<file path="src/rtl/extint_pkg.sv">
// Shared types for the external interrupt edge detector.
// Assumes the host software decodes the field order of cfg_t.
package extint_pkg;
    localparam int CFG_W = 4;

    typedef struct packed {
        logic pin_en;      // bit 3: pin used at all
        logic pol_high;    // bit 2: 1 = rising / high active
        logic both_edges;  // bit 1: 1 = either direction
        logic tmr_en;      // bit 0: timer-gate enable
    } cfg_t;
endpackage

</file>
<file path="src/rtl/extint_sync.sv">
// Multi-flop synchroniser for the asynchronous pin.
// Assumes STAGES >= 2. Output lags the input by STAGES clock edges.
module extint_sync #(
    parameter int STAGES = 2
) (
    input  logic clk,
    input  logic rst_n,
    input  logic d_async,
    output logic q_sync
);
    logic [STAGES-1:0] chain;

    // Shift the pin through the flop chain.
    always_ff @(posedge clk) begin
        if (!rst_n) chain <= '0;
        else        chain <= {chain[STAGES-2:0], d_async};
    end

    assign q_sync = chain[STAGES-1];
endmodule

</file>
<file path="src/rtl/extint_cfg_reg.sv">
// Configuration word holder with a full-width write and a direct readback.
// Assumes writes are single-cycle strobes from the host.
module extint_cfg_reg
    import extint_pkg::*;
(
    input  logic             clk,
    input  logic             rst_n,
    input  logic             wr_en,
    input  logic [CFG_W-1:0] wdata,
    output cfg_t             cfg_q
);
    // Store the whole word on a write strobe.
    always_ff @(posedge clk) begin
        if (!rst_n)     cfg_q <= '0;
        else if (wr_en) cfg_q <= cfg_t'(wdata);
    end


    cfg_write_chk: assert property (@(posedge clk) disable iff (!rst_n)
        wr_en |=> (cfg_q == $past(wdata)));

    cfg_hold_chk: assert property (@(posedge clk) disable iff (!rst_n)
        !wr_en |=> $stable(cfg_q));
endmodule

</file>
<file path="src/rtl/extint_edge_det.sv">
// Gates and inverts the synchronised pin, then finds qualifying edges.
// Assumes the conditioned signal is 1 when the pin sits at its active level.
module extint_edge_det
    import extint_pkg::*;
(
    input  logic clk,
    input  logic rst_n,
    input  logic pin_s,
    input  cfg_t cfg,
    output logic cond_lvl,
    output logic edge_hit
);
    logic cond_prev;

    assign cond_lvl = cfg.pin_en & ~(pin_s ^ cfg.pol_high);

    // Remember the previous conditioned sample.
    always_ff @(posedge clk) begin
        if (!rst_n) cond_prev <= 1'b0;
        else        cond_prev <= cond_lvl;
    end

    // Pick rising-only or any-change detection.
    always_comb begin
        if (cfg.both_edges) edge_hit = cond_lvl ^ cond_prev;
        else                edge_hit = cond_lvl & ~cond_prev;
    end


    disabled_quiet_chk: assert property (@(posedge clk) disable iff (!rst_n)
        (!cfg.pin_en && !$past(cfg.pin_en)) |-> !edge_hit);
endmodule

</file>
<file path="src/rtl/extint_flag.sv">
// Sticky request flag: set by a qualifying edge, cleared by the host strobe.
// Assumes a set and a clear in one cycle must leave the flag set.
module extint_flag (
    input  logic clk,
    input  logic rst_n,
    input  logic set_i,
    input  logic clr_i,
    output logic flag_q
);
    // Set has priority over clear.
    always_ff @(posedge clk) begin
        if (!rst_n)     flag_q <= 1'b0;
        else if (set_i) flag_q <= 1'b1;
        else if (clr_i) flag_q <= 1'b0;
    end


    set_wins_chk: assert property (@(posedge clk) disable iff (!rst_n)
        set_i |=> flag_q);

    flag_sticky_chk: assert property (@(posedge clk) disable iff (!rst_n)
        (flag_q && !clr_i) |=> flag_q);

    flag_clear_chk: assert property (@(posedge clk) disable iff (!rst_n)
        (clr_i && !set_i) |=> !flag_q);
endmodule

</file>
<file path="src/rtl/extint_edge_unit.sv">
// Top of the external interrupt edge detector: synchroniser, configuration
// word, conditioned edge detection and sticky request flag.
// Assumes pin_in is asynchronous and host strobes are one cycle wide.
module extint_edge_unit
    import extint_pkg::*;
#(
    parameter int SYNC_STAGES = 2
) (
    input  logic             clk,
    input  logic             rst_n,
    input  logic             pin_in,
    input  logic             cfg_wr_en,
    input  logic [CFG_W-1:0] cfg_wdata,
    output logic [CFG_W-1:0] cfg_rdata,
    input  logic             flag_clr,
    output logic             irq_flag,
    output logic             level_hit,
    output logic             tmr_gate_en
);
    logic pin_s;
    logic hit;
    cfg_t cfg;

    extint_sync #(.STAGES(SYNC_STAGES)) u_sync (
        .clk(clk), .rst_n(rst_n), .d_async(pin_in), .q_sync(pin_s)
    );

    extint_cfg_reg u_cfg (
        .clk(clk), .rst_n(rst_n), .wr_en(cfg_wr_en), .wdata(cfg_wdata), .cfg_q(cfg)
    );

    extint_edge_det u_edge (
        .clk(clk), .rst_n(rst_n), .pin_s(pin_s), .cfg(cfg),
        .cond_lvl(level_hit), .edge_hit(hit)
    );

    extint_flag u_flag (
        .clk(clk), .rst_n(rst_n), .set_i(hit), .clr_i(flag_clr), .flag_q(irq_flag)
    );

    assign cfg_rdata   = cfg;
    assign tmr_gate_en = cfg.tmr_en;


    level_needs_en_chk: assert property (@(posedge clk) disable iff (!rst_n)
        level_hit |-> cfg_rdata[3]);

    tmr_follows_cfg_chk: assert property (@(posedge clk) disable iff (!rst_n)
        cfg_wr_en |=> (tmr_gate_en == $past(cfg_wdata[0])));
endmodule

</file>
<file path="config.mk">
export PLATFORM = sky130hd
export DESIGN_NAME = extint_edge_unit
export DESIGN_NICKNAME = d
export VERILOG_FILES = /design/src/rtl/extint_pkg.sv /design/src/rtl/extint_sync.sv /design/src/rtl/extint_cfg_reg.sv /design/src/rtl/extint_edge_det.sv /design/src/rtl/extint_flag.sv /design/src/rtl/extint_edge_unit.sv
export SDC_FILE = /design/constraint.sdc
export NUM_CORES = 1
export LEC_CHECK = 0
export BUFFER_PORTS_ARGS = -buffer_cell sky130_fd_sc_hd__clkbuf_2
export CORE_AREA = 2 2 39 41
export DETAILED_ROUTE_END_ITERATION = 8
export DIE_AREA = 0 0 41 43
export GPL_TIMING_DRIVEN = 0
export PLACE_DENSITY_LB_ADDON = 0.15
export SETUP_SLACK_MARGIN = 0.4
export SKIP_CTS_REPAIR_TIMING = 1
export SYNTH_ARGS = -nofsm -noshare
export SYNTH_HDL_FRONTEND = slang
export SYNTH_SLANG_ARGS = --single-unit
</file>
<file path="constraint.sdc">
create_clock -name clk -period 1.73 [get_ports clk]
set_input_delay 0.173 -clock clk [delete_from_list [all_inputs] [get_ports clk]]
set_output_delay 0.173 -clock clk [all_outputs]
set_load 0.005 [all_outputs]
</file>
; After elaboration in Yosys (flattened, before gate mapping)
; Cells that the tools add are included.
[totals]
regBits = 8
latch_bits = 0
mem_bits_rw = 0
romBits = 0
in_bits = 9
output_inout_bits = 7
wordCells = 17
n_memories = 0
[classes]
add_sub_neg = 0
mul = 0
div_mod_pow = 0
magnitude_cmp = 0
n_eq_ne = 0
n_shift = 0
muxes = 3
bitwise = 6
reduce_logical = 1
[ops]
columns = op, n
row1 = 1-bit 2-to-1 mux, 3
row2 = 1-bit bitwise AND, 2
row3 = 1-bit inverter, 2
row4 = 2-bit nonzero test, 1
row5 = 1-bit XOR, 2

; Logic depth before layout (Yosys ltp)
; Gate-level depths: netlist of run 1.
[depth]
depth_word = 6
depth_mapped = 5
depth_no_buf = 5

; Modules after synthesis
; A second synthesis of run 1 with hierarchy kept.
[hier_totals]
cells_unflattened = 29
area_unflattened_um2 = 329.1
[by_module_without_submodules]
columns = module, n_inst, cells_per_inst, area_per_inst_um2, seq_area_each_um2
row1 = extint_cfg_reg, 1, 13, 156.4, 80.1
row2 = extint_edge_det, 1, 8, 71.3, 20.0
row3 = extint_sync, 1, 4, 52.6, 40.0
row4 = extint_flag, 1, 3, 41.3, 20.0
row5 = extint_edge_unit, 1, 1, 7.5, 0.0

; Least setup slack after synthesis of run 1
; No wires, ideal clock.
[synth_timing]
kind = flip-flop to flip-flop
from = register u_cfg.cfg_q[2] (netlist name)
to = register u_flag.flag_q
setup_ps = 120
t_arrival_ps = 1176
t_required_ps = 1610
path_slack_ps = 434
path_stages_with_launch = 6
n_path_buf = 0
synth_period_minus_slack_ps = 1296
cell_sequence = dfxtp_1 xnor2_1 and2_1 ha_1 nor2b_1 o31a_1
[synth_between]
elab_chain_len = 6
elab_cells_between_ends = 8
classes_between = mux (2) / bitwise (5) / reduce/logical (1)
[synth_rtl]
columns = item, line_no
row1 = from (decl), extint_cfg_reg.sv:10  ; output cfg_t cfg_q
row2 = from (signal assigned), extint_cfg_reg.sv:15  ; else if (wr_en) cfg_q <= cfg_t'(wdata);
row3 = 1-bit XOR (*), extint_edge_det.sv:15  ; assign cond_lvl = cfg.pin_en & ~(pin_s ^ cfg.pol_high);
row4 = 1-bit inverter (*), extint_edge_det.sv:15
row5 = 1-bit bitwise AND (*), extint_edge_det.sv:15
row6 = named net level_hit, extint_edge_unit.sv:17  ; output logic level_hit,
row7 = 1-bit bitwise AND or 1-bit XOR (tied branches), "extint_edge_det.sv:26, extint_edge_det.sv:25"
row8 = 1-bit 2-to-1 mux (*), extint_edge_det.sv:25  ; if (cfg.both_edges) edge_hit = cond_lvl ^ cond_prev;
row9 = 1-bit 2-to-1 mux or 2-bit nonzero test (tied branches), -
row10 = to (signal assigned), extint_flag.sv:12  ; if (!rst_n) flag_q <= 1'b0;
row11 = to (signal assigned), extint_flag.sv:13  ; else if (set_i) flag_q <= 1'b1;
row12 = to (signal assigned), extint_flag.sv:14  ; else if (clr_i) flag_q <= 1'b0;
row13 = to (decl), extint_flag.sv:8  ; output logic flag_q
; Mark *: on every way through the listed nets, which the timed path passes. The rest lies on a longest branch.
; A chain may end at the register's enable or synchronous reset.

; Final worst setup path of run 1
[layout_timing]
from = register u_cfg.cfg_q[2] (netlist name)
to = register u_flag.flag_q
[layout_between]
elab_chain_len = 6
elab_cells_between_ends = 8
classes_between = mux (2) / bitwise (5) / reduce/logical (1)
[layout_rtl]
columns = item, line_no
row1 = 1-bit XOR (*), extint_edge_det.sv:15
row2 = 1-bit inverter (*), extint_edge_det.sv:15
row3 = 1-bit bitwise AND (*), extint_edge_det.sv:15
row4 = 1-bit bitwise AND or 1-bit XOR (tied branches), "extint_edge_det.sv:26, extint_edge_det.sv:25"
row5 = 1-bit 2-to-1 mux (*), extint_edge_det.sv:25
row6 = 1-bit 2-to-1 mux or 2-bit nonzero test (tied branches), -
; Every way passes the cells marked *; elsewhere a longest branch is shown, timed or not.

==> flow_summary_export.csv, run 1 <==
group,metric,value,unit
status,status,"finished, final reports clean",
timing,hold_viol_final,0,
floorplanning,die_x,41,um
global_route,first_global_vias,208,
worst_setup_path,critPathTopFamily,"flip-flops",
floorplanning,die_h,43,um
power,ir_drop,0.290,mV
global_route,grt_antenna_before_repair,0,
place,place_congestion,0.624,
clock_tree,tritoncts,"yes",
detailed_routing,dr.pass1.iters,2,
timing,worst_pin_slew,0.118,ns
detailed_routing,drt_iter0_drc,5,
timing,drv_slew,0,
yosys,synthTopCellsByArea,"dfxtp_1, nor2b_1, mux2i_1, and2_1, buf_4",
yosys,syn_inst,29,
worst_setup_path,critPathArrivalTime,1.40,ns
global_route,grt_max_degree,9,
detailed_routing,vias,247,
place,io_buffers,14,
clock_tree,htreeDepth,1,
yosys,synth_seq_cells,8,
clock_tree,cts_max_path_buffers,2,
timing,period_needed,1.26,ns
worst_setup_path,critical_path_class,"reg -> reg",
timing,relSlewSlack,91.9,%
timing,fin_ws,0.465,ns
worst_setup_path,cp_data_required_time,1.87,ns
global_route,grt.met3_usage,3.14,%
timing,post-route-period-util,73.1,%
power,power.total,393,uW
detailed_routing,wirelength,586,um
floorplanning,core,0.00138,mm2
worst_setup_path,crit_chain,"xnor2_2 > and2_4 > ha_4 > nor2b_1 > o31a_1",
worst_setup_path,crit_fanout,2,
timing,setup_viol,0,
layout,antennaDiodeCount,0,
worst_setup_path,start_kind,"register",
yosys,synth_top_area_share,50.4,%
place,hpwlAfterDp,433,um
layout,drive_above_1_share,51.1,%
clock_tree,clock_latency,0.25,ns
floorplanning,num_rows,14,
clock_tree,cts.sinks,8,
global_route,grt_pass1_wl,883,um
clock_tree,clk_pin_slew_worst_paths,0.05,ns
floorplanning,dieArea,0.00176,mm2
layout,fin_nets,59,
worst_setup_path,reg2regPathDepth,5,
yosys,syn-num-nets,39,
timing,fin_setup_tns,0,ns
detailed_routing,drcViolationCount,0,
floorplanning,floorplan.initialDensity,23.0,%
floorplanning,num_io_pins,16,
layout,fin_util,33.4,%
yosys,synth_area,318,um2
yosys,yosysTopAreaCell,"dfxtp_1",
job,cap_viol_max_count,0,
worst_setup_path,cp.depth,5,
global_route,gr-total-overflow,0,
detailed_routing,final_antenna_net_count,0,
detailed_routing,vias_per_cell,3.92,
global_route,grtUsageMet1,11.0,%
yosys,avgSynthCellArea,11.0,um2
place,dpl_worst_slack,0.412,ns
global_route,grt_use_met2,8.44,%
global_route,grt_usage,8.26,%
min_path,hold_depth,2,
detailed_routing,wl_per_cell,9.30,um
yosys,synth_cell_types,10,
worst_setup_path,slowest_stage,"dfxtp_2",
clock_tree,cts_buffers,3,
layout,nFillCells,149,
power,p_leak,0.000223,uW
global_route,busiest_layer,"met1",
power,power.density,851,mW/mm2
clock_tree,cts_root_buf,"clkbuf_4",
timing,fmax,0.791,GHz
yosys,ys_seq_area_share,50.4,%
worst_setup_path,crit_buf_inv,0,
layout,area_growth,45.3,%
min_path,hp-class,"in -> reg",
worst_setup_path,worstSetupEndpointType,"register",
timing,fin_skew,0.00159,ns
worst_setup_path,cpPeakStageDelay,0.33,ns
timing,rsz0062_at_grt,"no",
yosys,yosysWarningCount,0,
## area by class of cell
cell class / count / area (um2) / share of cell area (%)
repair buffers: 15 / 77.6 / 16.8
inverters: 1 / 3.75 / 0.813
plain buffers: 2 / 15.0 / 3.25
multi-input cells: 18 / 161 / 35.0
flip-flops and latches: 8 / 161 / 35.0
well taps: 16 / 20.0 / 4.34
clock buffers: 3 / 22.5 / 4.88
## final timing paths
path                   startpoint               to  slack (ns)
hold / removal             pin_in  u_sync.chain[0]        0.13
hold reg to reg   u_sync.chain[0]  u_sync.chain[1]        0.44
setup / recovery   u_cfg.cfg_q[2]    u_flag.flag_q        0.47
setup reg to reg   u_cfg.cfg_q[2]    u_flag.flag_q        0.47
## power breakdown
group	internal [uW]	leakage (uW)	switching, uW
clock	79.1	0.0000138	59.5
sequential	195	0.0000662	6.40
combinational	33.5	0.000143	19.3
## cells by family after synthesis
logic type / synth area share, %
xor gates and xnor gates: 2.76
and+or+nand+nor: 21.7
adders and majority gates: 3.94
muxes: 12.6
buffers and inverters: 5.90
AOI/OAI and AO/OA: 2.76
DFF: 50.4
## registers in the layout, summed over array words and instances, names as in the netlist
name / cells
u_sync.chain: 2
u_cfg.cfg_q: 4
u_flag.flag_q: 1
u_edge.cond_prev: 1
## layer usage
layer / share of wire, % / wire length [um]
met1: 45 / 263
met2: 44 / 257
met3: 11 / 65
met4: 0 / 0
met5: 0 / 0
## synth_stat cells
| cell type | instances |
|---|---|
| buf_4 | 2 |
| xnor2_1 | 1 |
| and3_1 | 1 |
| ha_1 | 1 |
| mux2i_1 | 4 |
| nor2b_1 | 7 |
| dfxtp_1 | 8 |
| o31a_1 | 1 |
| and2_1 | 3 |
| inv_1 | 1 |
## worst reg2reg max path: cells and delay by family, from the launching register on
| kind | cells | cell delay, ns |
|---|---|---|
| AND/OR/NAND/NOR | 2 | 0.19 |
| adder cells (fa/ha/maj) | 1 | 0.25 |
| flip-flops | 1 | 0.33 |
| XOR/XNOR | 1 | 0.13 |
| AO/OA/AOI/OAI | 1 | 0.26 |
## cell usage in the layout (no fill, tap or decap), drive strengths merged
master  netlist  routed
o31a          1       1
and3          1       1
and2          3       3
buf           2       3
nor2b         7       7
xnor2         1       1
ha            1       1
dfxtp         8       8
mux2i         4       4
inv           1       1
clkbuf        0      17
## through the flow
step / std cells / area, um2 / hold slack (ns)
final: 63 / 462 / 0.129
after CTS: 62 / 430 / 0.118
after global placement: 59 / 408 / 0.382
after detailed placement: 59 / 408 / 0.384
after global routing: 63 / 462 / 0.125
after floorplan: 29 / 318 / 0.295
(Power assumes the default switching activity.)
==> run 2: changes to the inputs <==
clock period = 1.15 ns   (was 1.73 ns; I/O delays follow)
==> run 2 against run 1 <==
Against the previous run: the run now ends with setup timing left; combinational power is 62% higher; cell area is 4.6% higher; wire length is 7.8% lower; core utilization is 1.5 points higher; clock skew is 0.00099 ns lower.
==> flow_summary_export.csv, run 2 (same netlist as run 1, synthesis figures left out) <==
group,metric,value,unit
detailed_routing,final_antenna_net_count,0,
worst_setup_path,crit_fanout,2,
floorplanning,dieArea,0.00176,mm2
timing,fin_setup_tns,-0.0757,ns
power,switchingPower,129,uW
clock_tree,cts_root_buf,"clkbuf_4",
floorplanning,die_x,41,um
timing,hold_viol_final,0,
timing,fin_skew,0.000609,ns
global_route,gr-total-overflow,0,
layout,area_growth,52.0,%
worst_setup_path,reg2regPathDepth,5,
place,hpwlAfterDp,425,um
power,combPwrFrac,14.3,%
detailed_routing,drcViolationCount,0,
clock_tree,cts_max_path_buffers,2,
floorplanning,die_h,43,um
clock_tree,tritoncts,"yes",
clock_tree,htreeDepth,1,
power,pwr-share-seq,50.8,%
clock_tree,clk_pin_slew_worst_paths,0.05,ns
global_route,first_global_vias,215,
layout,final_cells,63,
timing,period_needed,1.23,ns
layout,antennaDiodeCount,0,
floorplanning,core,0.00138,mm2
detailed_routing,wl_per_cell,8.57,um
status,violations,"setup timing",
timing,drv_slew,0,
detailed_routing,dr.pass1.iters,2,
detailed_routing,drt_iter0_drc,5,
power,swShare,21.6,%
layout,layout_common_cells,"clkbuf_2, nor2b_1, dfxtp_2, mux2i_1",
layout,largest_reg_flops,4,
timing,worst_pin_slew,0.118,ns
power,power.density,1240,mW/mm2
clock_tree,clock_latency,0.25,ns
floorplanning,num_io_pins,16,
detailed_routing,wirelength,540,um
floorplanning,floorplan.initialDensity,23.0,%
worst_setup_path,critical_path_class,"reg -> reg",
layout,fin_nets,59,
layout,reg.largest.list,"u_cfg.cfg_q x4, u_sync.chain x2",
power,intPower,469,uW
timing,setup_viol,1,
timing,rsz0062_at_grt,"yes",
worst_setup_path,critPathArrivalTime,1.36,ns
worst_setup_path,start_kind,"register",
detailed_routing,vias_per_cell,3.76,
layout,final_common_cell,"clkbuf_2",
place,io_buffers,14,
layout,drive_above_1_share,59.6,%
worst_setup_path,worstSetupEndpointType,"register",
timing,fin_ws,-0.0757,ns
global_route,grt_usage,7.77,%
clock_tree,cts_buffers,3,
timing,fmax,0.816,GHz
power,p_clk_share,34.9,%
job,cap_viol_max_count,0,
power,ir_drop,0.458,mV
layout,largest_register,"u_cfg.cfg_q",
timing,relSlewSlack,91.9,%
global_route,grt_max_degree,9,
min_path,hp-class,"in -> reg",
place,place_congestion,0.673,
place,placed_cells,59,
status,status,"complete, but fails checks",
power,power.total,599,uW
detailed_routing,vias,237,
global_route,grt_pass1_wl,834,um
power,p_leak,0.000229,uW
global_route,grt_antenna_before_repair,0,
place,dpl_worst_slack,-0.0851,ns
worst_setup_path,cp_data_required_time,1.29,ns
floorplanning,num_rows,14,
min_path,hold_depth,2,
clock_tree,cts.sinks,8,
timing,post-route-period-util,107,%
run 2: critical path: stages (launching register included):
cell and delay (ns):
dfxtp_2 0.33, xnor2_2 0.12, and2_4 0.15, ha_4 0.14
nor2b_1 0.12, o31a_1 0.26
run 2: final timing paths:
| check | from | endpoint | slack, ns |
|---|---|---|---|
| max | u_cfg.cfg_q[2] | u_flag.flag_q | -0.08 |
| min | pin_in | u_sync.chain[0] | 0.07 |
| max reg2reg | u_cfg.cfg_q[2] | u_flag.flag_q | -0.08 |
| min reg2reg | u_sync.chain[0] | u_sync.chain[1] | 0.43 |
run 2: final cells by class:
type,count,area (um2)
plain buffers,2,18.8
clock buffers,3,22.5
fillers,147,901
inverters,1,3.75
multi-input cells,18,161
flip-flops and latches,8,166
well taps,16,20.0
repair buffers,15,90.1
run 2: layer usage:
metal	track usage [%]	vias to the layer above	part of all wire (%)
met5	0	-	0
met4	8.00	0	0
met3	3.14	0	8.7
met2	8.44	7	49
met1	10.5	99	42
li1	-	131	-
run 2: power groups by stage:
stage          sequential (uW)  clock [uW]  combinational, uW
6_report                   304         209               85.7
5_1_grt                    306         234               96.2
4_1_cts                    301         227               75.8
3_5_place_dp               307           0               75.1
3_3_place_gp               307           0               74.1
2_1_floorplan              308           0               41.2
run 2: metrics by stage:
stage	cell area [um2]	utilization [%]	hold slack (ns)
finish	483	34.9	0.0746
global placement	424	30.7	0.324
global route	483	34.9	0.0826
CTS	447	32.3	0.0571
floorplan	334	-	0.237
detailed placement	424	30.7	0.325
==> run 3: changes to the inputs <==
--- a/config.mk
+++ b/config.mk
@@ -12,3 +12,3 @@
 export GPL_TIMING_DRIVEN = 0
-export PLACE_DENSITY_LB_ADDON = 0.15
+export PLACE_DENSITY = 0.59
 export SETUP_SLACK_MARGIN = 0.4
--- a/constraint.sdc
+++ b/constraint.sdc
@@ -3,2 +3,2 @@
 set_output_delay 0.115 -clock clk [all_outputs]
-set_load 0.005 [all_outputs]
+set_load 0.1 [all_outputs]
==> run 3 against run 2 <==
Against the previous run: largest cell class is now non-clock buffers; the run still ends with setup timing left; critical path type unchanged; clock power down 3%; critical path depth unchanged; flip-flop and latch count unchanged.
==> flow_summary_export.csv, run 3 (same netlist as run 1, synthesis figures left out) <==
group,metric,value,unit
power,power.density,1280,mW/mm2
floorplanning,core,0.00138,mm2
place,dpl-instance-area,458,um2
timing,fmax,0.800,GHz
power,ir_drop,0.510,mV
global_route,grt_antenna_before_repair,0,
worst_setup_path,worstSetupEndpointType,"register",
floorplanning,die_h,43,um
layout,antennaDiodeCount,0,
clock_tree,clk_pin_slew_worst_paths,0.05,ns
min_path,hp-class,"in -> reg",
layout,area_growth,81.1,%
global_route,grt_pass1_wl,903,um
layout,drive_above_1_share,57.4,%
clock_tree,cts_max_path_buffers,2,
clock_tree,htreeDepth,1,
timing,fin_ws,-0.100,ns
layout,fin_area,576,um2
timing,setup_viol,2,
power,p_clk_share,27.5,%
place,io_buffers,14,
layout,largest_register,"u_cfg.cfg_q",
worst_setup_path,start_kind,"register",
detailed_routing,wl_per_cell,8.63,um
clock_tree,clock_latency,0.24,ns
global_route,first_global_vias,216,
clock_tree,cts.sinks,8,
timing,drv_slew,0,
global_route,grt_max_degree,9,
place,hpwlAfterDp,428,um
detailed_routing,dr.pass1.iters,1,
detailed_routing,vias_per_cell,3.94,
job,cap_viol_max_count,0,
layout,largest_reg_flops,4,
place,dpl_worst_slack,-0.113,ns
global_route,grt_usage,8.05,%
worst_setup_path,cp_data_required_time,1.28,ns
detailed_routing,vias,248,
detailed_routing,drcViolationCount,0,
detailed_routing,wirelength,544,um
floorplanning,dieArea,0.00176,mm2
clock_tree,tritoncts,"yes",
power,intPower,501,uW
power,combPwrFrac,31.2,%
floorplanning,num_rows,14,
power,swShare,31.9,%
power,switchingPower,234,uW
timing,period_needed,1.25,ns
power,pwr-share-seq,41.3,%
worst_setup_path,critPathArrivalTime,1.39,ns
global_route,gr-total-overflow,0,
layout,layout_common_cells,"nor2b_1, clkbuf_2, buf_12",
power,p_leak,0.000253,uW
timing,fin_setup_tns,-0.158,ns
floorplanning,die_x,41,um
clock_tree,cts_root_buf,"clkbuf_4",
timing,hold_viol_final,0,
place,place_congestion,0.643,
timing,post-route-period-util,109,%
worst_setup_path,crit_fanout,2,
worst_setup_path,critical_path_class,"reg -> reg",
clock_tree,cts_buffers,3,
status,violations,"setup timing",
layout,reg.largest.list,"u_cfg.cfg_q x4, u_sync.chain x2",
timing,worst_pin_slew,0.277,ns
timing,fin_skew,0.00228,ns
floorplanning,num_io_pins,16,
floorplanning,floorplan.initialDensity,23.0,%
status,status,"complete, but fails checks",
timing,rsz0062_at_grt,"yes",
timing,relSlewSlack,81.7,%
detailed_routing,drt_iter0_drc,0,
detailed_routing,final_antenna_net_count,0,
power,power.total,735,uW
layout,fin_nets,59,
run 3: changes by cell type in the layout (fill, tap and decap cells not counted):
cell      previous run  this run
buf_12               0         6
buf_4                2         3
buf_6                3         0
buf_8                0         1
clkbuf_2            12         7
dfxtp_1              3         4
dfxtp_2              5         0
dfxtp_4              0         4
run 3: worst paths after layout:
path	from	endpoint	slack [ns]	cells past startpoint
max	u_cfg.cfg_q[2]	u_flag.flag_q	-0.10	5
max reg2reg	u_cfg.cfg_q[2]	u_flag.flag_q	-0.10	5
min	pin_in	u_sync.chain[0]	0.08	2
min reg2reg	u_sync.chain[0]	u_sync.chain[1]	0.43	1
run 3: layout make-up:
type / count / area, um2
Buffer: 2 / 27.5
Clock buffer: 3 / 22.5
Fill cell: 132 / 808
Inverter: 1 / 3.75
Multi-Input combinational cell: 18 / 161
Sequential cell: 8 / 175
Tap cell: 16 / 20.0
Timing Repair Buffer: 15 / 165
run 3: critical path, cell delays in order (launching register included):
cell	delay, ns
dfxtp_4	0.34
xnor2_2	0.12
and2_4	0.16
ha_4	0.14
nor2b_1	0.12
o31a_1	0.26
run 3: through the flow:
step	hold slack, ns	std cells	util (%)
2_1_floorplan	0.237	29	-
3_3_place_gp	0.322	59	33.1
3_5_place_dp	0.326	59	33.1
4_1_cts	0.0662	62	34.7
5_1_grt	0.0631	63	41.6
6_report	0.0772	63	41.6
run 3: routing by layer:
metal | vias to the layer above | GRT usage [%] | share of wire (%)
met5 | - | 0 | 0
met4 | 0 | 6.00 | 0
met3 | 0 | 3.14 | 6.6
met2 | 7 | 9.69 | 50
met1 | 109 | 11.0 | 43
li1 | 132 | - | -
run 3: power by group through the flow:
| stage | clock [uW] | combinational [uW] | sequential, uW |
|---|---|---|---|
| finish | 203 | 229 | 303 |
| global route | 245 | 240 | 305 |
| CTS | 221 | 186 | 300 |
| detailed placement | 0 | 186 | 306 |
| global placement | 0 | 185 | 306 |
| floorplan | 0 | 78.1 | 381 |
